File: src/rtl/ivec_pkg.sv
package ivec_pkg;

    // Source codes carried by the set and clear strobes
    typedef enum logic [1:0] {
        SRC_RXCHR = 2'd0,
        SRC_DSCHG = 2'd1,
        SRC_TXRDY = 2'd2,
        SRC_NONE  = 2'd3
    } src_e;

    localparam int NUM_SRC   = 3;
    localparam int SLOT_SHFT = 3;   // 8 bytes per line slot
    localparam int TX_OFFSET = 4;   // transmit vector offset within a slot

    // Result of a priority pick
    typedef struct packed {
        logic        found;
        logic [15:0] idx;
    } pick_t;

endpackage

File: src/rtl/ivec_req_bank.sv
module ivec_req_bank #(
    parameter int N  = 16,
    parameter int LW = $clog2(N)
) (
    input  logic          clk,
    input  logic          rst,
    input  logic [N-1:0]  lane_mask,
    input  logic          set_en,
    input  logic [LW-1:0] set_idx,
    input  logic          clr_en,
    input  logic [LW-1:0] clr_idx,
    input  logic [N-1:0]  ack_clr,
    output logic [N-1:0]  pend
);
    logic [N-1:0] set_hit;
    logic [N-1:0] clr_hit;

    for (genvar i = 0; i < N; i++) begin : g_bit
        assign set_hit[i] = set_en && (set_idx == LW'(i)) && lane_mask[i];
        assign clr_hit[i] = (clr_en && (clr_idx == LW'(i))) || ack_clr[i];

        always_ff @(posedge clk) begin
            if (rst)
                pend[i] <= 1'b0;
            else if (set_hit[i])
                pend[i] <= 1'b1;
            else if (clr_hit[i])
                pend[i] <= 1'b0;
        end
    end


    set_wins_chk: assert property (@(posedge clk) disable iff (rst)
        (|set_hit) |=> ((pend & $past(set_hit)) == $past(set_hit)));


    ack_clears_chk: assert property (@(posedge clk) disable iff (rst)
        (|(ack_clr & ~set_hit)) |=> ((pend & $past(ack_clr & ~set_hit)) == '0));

endmodule

File: src/rtl/ivec_prio_pick.sv
module ivec_prio_pick #(
    parameter int N  = 16,
    parameter int LW = $clog2(N)
) (
    input  logic          clk,
    input  logic          rst,
    input  logic [N-1:0]  req,
    output logic          found,
    output logic [LW-1:0] idx
);
    always_comb begin
        found = 1'b0;
        idx   = '0;
        for (int i = N - 1; i >= 0; i--) begin
            if (req[i]) begin
                found = 1'b1;
                idx   = LW'(i);
            end
        end
    end


    lowest_wins_chk: assert property (@(posedge clk) disable iff (rst)
        found |-> (((N'(1) << idx) - N'(1)) & req) == '0);

endmodule

File: src/rtl/ivec_vec_reg.sv
module ivec_vec_reg #(
    parameter int N      = 16,
    parameter int LW     = $clog2(N),
    parameter int VEC_W  = 9,
    parameter int OFFSET = 0
) (
    input  logic             clk,
    input  logic             rst,
    input  logic             ack,
    input  logic             found,
    input  logic [LW-1:0]    idx,
    input  logic [VEC_W-1:0] base_vec,
    output logic             vld,
    output logic [VEC_W-1:0] vec
);
    logic [VEC_W-1:0] vec_next;

    always_comb begin
        if (found)
            vec_next = base_vec + VEC_W'({idx, 3'b000}) + VEC_W'(OFFSET);
        else
            vec_next = '0;
    end

    always_ff @(posedge clk) begin
        if (rst) begin
            vld <= 1'b0;
            vec <= '0;
        end else begin
            vld <= ack;
            if (ack)
                vec <= vec_next;
        end
    end


    vld_follows_chk: assert property (@(posedge clk) disable iff (rst)
        ack |=> vld);


    vld_pulse_chk: assert property (@(posedge clk) disable iff (rst)
        !ack |=> !vld);


    empty_zero_chk: assert property (@(posedge clk) disable iff (rst)
        (ack && !found) |=> (vec == '0));

endmodule

File: src/rtl/ivec_arbiter.sv
module ivec_arbiter
    import ivec_pkg::*;
#(
    parameter int MAX_LINES = 16,
    parameter int VEC_W     = 9,
    parameter int LW        = $clog2(MAX_LINES)
) (
    input  logic             clk,
    input  logic             rst,
    input  logic [LW:0]      active_lines,
    input  logic [VEC_W-1:0] base_vec,
    input  logic             set_valid,
    input  logic [1:0]       set_src,
    input  logic [LW-1:0]    set_line,
    input  logic             clr_valid,
    input  logic [1:0]       clr_src,
    input  logic [LW-1:0]    clr_line,
    input  logic             rx_ack,
    input  logic             tx_ack,
    output logic             rx_irq,
    output logic             tx_irq,
    output logic             rx_vec_vld,
    output logic [VEC_W-1:0] rx_vec,
    output logic             tx_vec_vld,
    output logic [VEC_W-1:0] tx_vec,
    output logic [LW+3:0]    win_bytes
);
    typedef logic [LW:0] cnt_t;

    logic [MAX_LINES-1:0]               lane_mask;
    logic [NUM_SRC-1:0][MAX_LINES-1:0]  pend;
    logic [NUM_SRC-1:0][MAX_LINES-1:0]  ack_clr;
    logic [MAX_LINES-1:0]               rx_req, tx_req;
    logic                               rx_found, tx_found;
    logic [LW-1:0]                      rx_idx, tx_idx;
    logic [MAX_LINES-1:0]               rx_win_oh, tx_win_oh;

    for (genvar i = 0; i < MAX_LINES; i++) begin : g_mask
        assign lane_mask[i] = active_lines > cnt_t'(i);
    end

    assign win_bytes = {active_lines, 3'b000};

    // Acknowledge clears, per source
    assign rx_win_oh = (rx_ack && rx_found) ? (MAX_LINES'(1) << rx_idx) : '0;
    assign tx_win_oh = (tx_ack && tx_found) ? (MAX_LINES'(1) << tx_idx) : '0;
    assign ack_clr[SRC_RXCHR] = rx_win_oh;
    assign ack_clr[SRC_DSCHG] = rx_win_oh;
    assign ack_clr[SRC_TXRDY] = tx_win_oh;

    for (genvar s = 0; s < NUM_SRC; s++) begin : g_bank
        ivec_req_bank #(.N(MAX_LINES), .LW(LW)) bank_i (
            .clk       (clk),
            .rst       (rst),
            .lane_mask (lane_mask),
            .set_en    (set_valid && (set_src == 2'(s))),
            .set_idx   (set_line),
            .clr_en    (clr_valid && (clr_src == 2'(s))),
            .clr_idx   (clr_line),
            .ack_clr   (ack_clr[s]),
            .pend      (pend[s])
        );
    end

    assign rx_req = (pend[SRC_RXCHR] | pend[SRC_DSCHG]) & lane_mask;
    assign tx_req = pend[SRC_TXRDY] & lane_mask;
    assign rx_irq = |rx_req;
    assign tx_irq = |tx_req;

    ivec_prio_pick #(.N(MAX_LINES), .LW(LW)) rx_pick_i (
        .clk (clk), .rst (rst), .req (rx_req), .found (rx_found), .idx (rx_idx)
    );

    ivec_prio_pick #(.N(MAX_LINES), .LW(LW)) tx_pick_i (
        .clk (clk), .rst (rst), .req (tx_req), .found (tx_found), .idx (tx_idx)
    );

    ivec_vec_reg #(.N(MAX_LINES), .LW(LW), .VEC_W(VEC_W), .OFFSET(0)) rx_vec_i (
        .clk (clk), .rst (rst), .ack (rx_ack), .found (rx_found), .idx (rx_idx),
        .base_vec (base_vec), .vld (rx_vec_vld), .vec (rx_vec)
    );

    ivec_vec_reg #(.N(MAX_LINES), .LW(LW), .VEC_W(VEC_W), .OFFSET(TX_OFFSET)) tx_vec_i (
        .clk (clk), .rst (rst), .ack (tx_ack), .found (tx_found), .idx (tx_idx),
        .base_vec (base_vec), .vld (tx_vec_vld), .vec (tx_vec)
    );


    rx_irq_cause_chk: assert property (@(posedge clk) disable iff (rst)
        ($rose(rx_irq) && $stable(active_lines)) |-> $past(set_valid));


    tx_irq_cause_chk: assert property (@(posedge clk) disable iff (rst)
        ($rose(tx_irq) && $stable(active_lines)) |-> $past(set_valid));


    reset_quiet_chk: assert property (@(posedge clk)
        $past(rst) |-> (!rx_irq && !tx_irq && !rx_vec_vld && !tx_vec_vld));

endmodule

File: config.mk
export PLATFORM = sky130hd
export DESIGN_NAME = ivec_arbiter
export DESIGN_NICKNAME = d
export VERILOG_FILES = /design/src/rtl/ivec_pkg.sv /design/src/rtl/ivec_req_bank.sv /design/src/rtl/ivec_prio_pick.sv /design/src/rtl/ivec_vec_reg.sv /design/src/rtl/ivec_arbiter.sv
export SDC_FILE = /design/constraint.sdc
export NUM_CORES = 1
export LEC_CHECK = 0
export BUFFER_PORTS_ARGS = -buffer_cell sky130_fd_sc_hd__buf_4
export CAP_MARGIN = 40
export CELL_PAD_IN_SITES_DETAIL_PLACEMENT = 1
export CELL_PAD_IN_SITES_GLOBAL_PLACEMENT = 2
export CORE_UTILIZATION = 31
export CTS_CLUSTER_DIAMETER = 40
export DETAILED_ROUTE_END_ITERATION = 6
export GPL_TIMING_DRIVEN = 0
export PLACE_DENSITY = 0.83
export SLEW_MARGIN = 20
export SYNTH_ARGS = -nofsm -noshare
export SYNTH_HDL_FRONTEND = slang
export SYNTH_SLANG_ARGS = --single-unit
File: constraint.sdc
create_clock -name clk -period 4.3 [get_ports clk]
set_input_delay 1.29 -clock clk [delete_from_list [all_inputs] [get_ports clk]]
set_output_delay 1.29 -clock clk [all_outputs]
set_load 0.1 [all_outputs]
==> results.json <==
{
  "p_leak_nw": 2.426,
  "cts_root_buffer": "clkbuf_16",
  "grt_use_total_pct": 27.33,
  "drive_gt1_share_pct": 23.57,
  "status": "complete, but fails checks",
  "drc": 0,
  "endpoint_kind": "output pin",
  "slew_violations": 0,
  "yosys_warnings": 0,
  "synth_top_cell_area_share_pct": 28.01,
  "p_seq_share_pct": 27.9,
  "synth_commonest_cells": "81 x nand2_1, 68 x dfxtp_1, 50 x nor2_1",
  "yosysTopAreaCell": "dfxtp_1",
  "path_clk_slew_ns": 0.05,
  "maxCapViolCount": 0,
  "ctsHoldBuffers": 0,
  "cts_tree": "done",
  "instances_no_fill": 945,
  "yosysUniqueCellTypes": 83,
  "p_int_w": 0.001461,
  "critPathKind": "in -> out",
  "comb_power_share_pct": 41.4,
  "clockPowerShare_pct": 30.6,
  "antenna_found_initial": 0,
  "cp_num_buf_inv": 5,
  "routedWlPerCell_um": 23.36,
  "grt_pass1_vias": 5908,
  "htree_levels": 3,
  "clock_insertion_delay_worst_skew_ns": 0.35,
  "period_minus_slack_ns": 4.301,
  "cp.depth": 9,
  "ys_seq_area_share_pct": 28.01,
  "globalRouteOverflowTotal": 0,
  "tightest_slew_ns": 0.7911,
  "synthTopCellsByArea": "dfxtp_1 28%, nand2_1 6.3%, nor2_1 3.9%",
  "synth_edf_count": 0,
  "fp.dieW_um": 127.2,
  "power_switching_share_pct": 41.20,
  "ys_ff_latch": 68,
  "dieArea_sq_um": 16180,
  "rows": 45,
  "vias": 5784,
  "utilization_pct": 41.66,
  "clock.fmax_mhz": 232.5,
  "postSynth.asyncResetShare_pct": 0,
  "setup_slack_ns": -0.001269,
  "finalCritPeriodShare_pct": 100.0,
  "rsz0062_at_grt": "true",
  "num_antenna_cells": 0,
  "drtPass1Iterations": 5,
  "reg2reg_slack_ns": 1.23,
  "hp-start": "rx_vec_i.vec[4]$_SDFFE_PP0P_",
  "path_cells": "buf_4, buf_8, buf_8, a31oi_4, or2_4, nand3b_1, nor4_4, inv_2, buf_12",
  "placedCellCount": 911,
  "ios": 62,
  "fin_nets": 770,
  "area_delta_synth_final_pct": 30.79,
  "synth_most_common_cell": "nand2_1",
  "die_h_um": 127.2,
  "worst_ep_required_time_ns": 3.01,
  "start_util_pct": 31.85,
  "skew_ns": 0.01043,
  "drtAntennaViolNets": 0,
  "drt_iter0_drc": 465,
  "grt_pass1_wl_mm": 33.33,
  "cp.arrival_ns": 3.01,
  "fill_cells": 1839,
  "vias_per_cell": 6.121,
  "violations": "negative setup slack",
  "setup_viol": 1,
  "fp.coreArea_sq_um": 15260,
  "hold_viol": 0,
  "hpwl_mm": 16.83,
  "synth.avg_cell_area_sq_um": 7.558,
  "place_congestion": 0.9462,
  "cts_inserted_buffers": 9,
  "netlist_area_sq_um": 4860,
  "crit_path_max_fanout": 10,
  "synth_cells": 643,
  "ys.flop_type": "dfxtp_1",
  "p_per_area_nw_per_um2": 390.9,
  "port_buffers": 52,
  "cts_buffer_depth": 2,
  "min_to": "rx_vec_i.vec[4]$_SDFFE_PP0P_",
  "worstSetupStartpointType": "input pin",
  "grt_max_degree": 12,
  "slowest_stage": "nor4_4",
  "crit_family": "buffers and inverters",
  "cts.sinks": 68,
  "r2r-start": "g_bank[0].bank_i.pend[14]$_SDFFE_PP0P_",
  "stdcell_area_sq_um": 6356,
  "totalWireLength_mm": 22.07,
  "worstReg2RegEnd": "rx_vec_i.vec[8]$_SDFFE_PP0P_",
  "cp_slowest_stage_delay_ns": 0.37,
  "ir_drop_v": 0.0002437,
  "slew_headroom_pct": 46.78,
  "min_path_type": "reg -> reg",
  "cpMostUsedCell": "buf_8",
  "power.switching_w": 0.001024,
  "post_dp_cell_area_sq_um": 5557,
  "hold_path_depth": 2,
  "r2r_cells": 12
}
state kept, by name, summed over array words and instances, names as in the netlist:
register	count
g_bank.bank_i.pend	48
rx_vec_i.vec	9
tx_vec_i.vec	9
rx_vec_i.vld	1
tx_vec_i.vld	1
cell type report:
| type | count | area [sq um] | area share [%] |
|---|---|---|---|
| timing repair buffer | 75 | 578.1 | 9.094 |
| multi-input combinational | 519 | 3526 | 55.47 |
| tap | 211 | 264.0 | 4.154 |
| buffer | 42 | 277.8 | 4.370 |
| sequential | 68 | 1361 | 21.42 |
| inverter | 15 | 56.30 | 0.8858 |
| clock inverter | 4 | 50.05 | 0.7874 |
| clock buffer | 11 | 242.7 | 3.819 |
power groups by stage:
stage | clock [W] | combinational, W | sequential [W]
2_1_floorplan | 0 | 0.000529 | 0.000837
4_1_cts | 0.000768 | 0.000953 | 0.000694
5_1_grt | 0.000791 | 0.00109 | 0.000698
3_5_place_dp | 0 | 0.000905 | 0.000707
3_3_place_gp | 0 | 0.000888 | 0.000705
6_report | 0.000761 | 0.00103 | 0.000694
cells in the final DEF, fill, tap and decap left out, types with 4 or more instances in the layout:
cell,synthesis,final
and3b_1,5,5
o21a_1,9,8
a211oi_1,8,5
or3_1,9,7
ha_1,6,6
buf_8,0,4
buf_2,4,5
nor3_1,15,14
a21o_1,9,9
nor4_1,4,4
nor2_1,50,48
o21ai_0,36,34
nand3b_1,7,7
nor2b_1,16,16
o22ai_4,1,4
o32ai_1,12,11
nand3_1,32,29
o22ai_1,18,13
nand4_1,10,10
or2_2,9,7
nand2b_1,16,16
dfxtp_1,68,68
clkbuf_16,0,9
a21oi_1,34,31
inv_1,13,13
buf_6,5,6
and2_1,5,5
a31oi_1,10,8
buf_4,11,80
clkbuf_1,22,20
and3_1,14,14
nand2_1,81,80
nor3b_1,10,8
o211ai_1,4,4
o22a_1,6,6
a41oi_1,6,6
worst register-to-register path, stage by stage, from the launching register on:
cell,delay (ns)
dfxtp_1,0.33
nor4_1,0.37
o2bb2ai_2,0.13
a311oi_1,0.29
o31ai_1,0.15
a22oi_2,0.22
inv_1,0.11
ha_1,0.29
a21oi_1,0.10
maj3_1,0.45
o41ai_4,0.29
nand2_1,0.11
o311ai_0,0.11
what timing repair did:
action,in CTS,in global routing
buffers inserted,9,11
gates cloned,0,0
setup endpoints to repair,10,10
pin swaps,6,10
resized for setup,34,41
worst max-delay path by stage:
stage                               start                            to  slack (ns)
after global placement    active_lines[3]  rx_vec_i.vec[8]$_SDFFE_PP0P_       -1.04
final                     active_lines[2]                        rx_irq      -0.001
after detailed placement  active_lines[1]  rx_vec_i.vec[8]$_SDFFE_PP0P_       -0.97
after global routing      active_lines[2]                        rx_irq       -0.04
after CTS                 active_lines[2]                        rx_irq       -0.09
after floorplan           active_lines[1]                        rx_irq       0.008
metal layers:
layer  wire length (um)  GRT usage (%)
met5                  0              0
met1               9625          35.47
met2              10280          44.86
met3               1256          2.722
met4                909          14.64
cell families (layout without fill, tap and decap cells):
group	after synthesis	in the layout	share of synthesized area, %
buffers and inverters	58	147	6.205
flip-flops	68	68	28.01
AO/OA/AOI/OAI	205	205	30.07
AND/OR/NAND/NOR	299	299	32.52
adder cells (fa/ha/maj)	9	9	2.575
other	1	3	0.07717
XOR/XNOR	3	3	0.5408
metrics by stage:
stage | hold WS (ns) | total power [W] | setup TNS (ns) | worst slack, ns
2_1_floorplan | 0.4408 | 0.001366 | 0 | 0.008401
3_3_place_gp | 0.4479 | 0.001593 | -6.748 | -1.040
3_5_place_dp | 0.4629 | 0.001612 | -6.322 | -0.9689
4_1_cts | 0.4734 | 0.002415 | -0.09937 | -0.09358
5_1_grt | 0.4916 | 0.002578 | -0.05903 | -0.03795
6_report | 0.4716 | 0.002485 | -0.001269 | -0.001269
(Power assumes the default switching activity.)
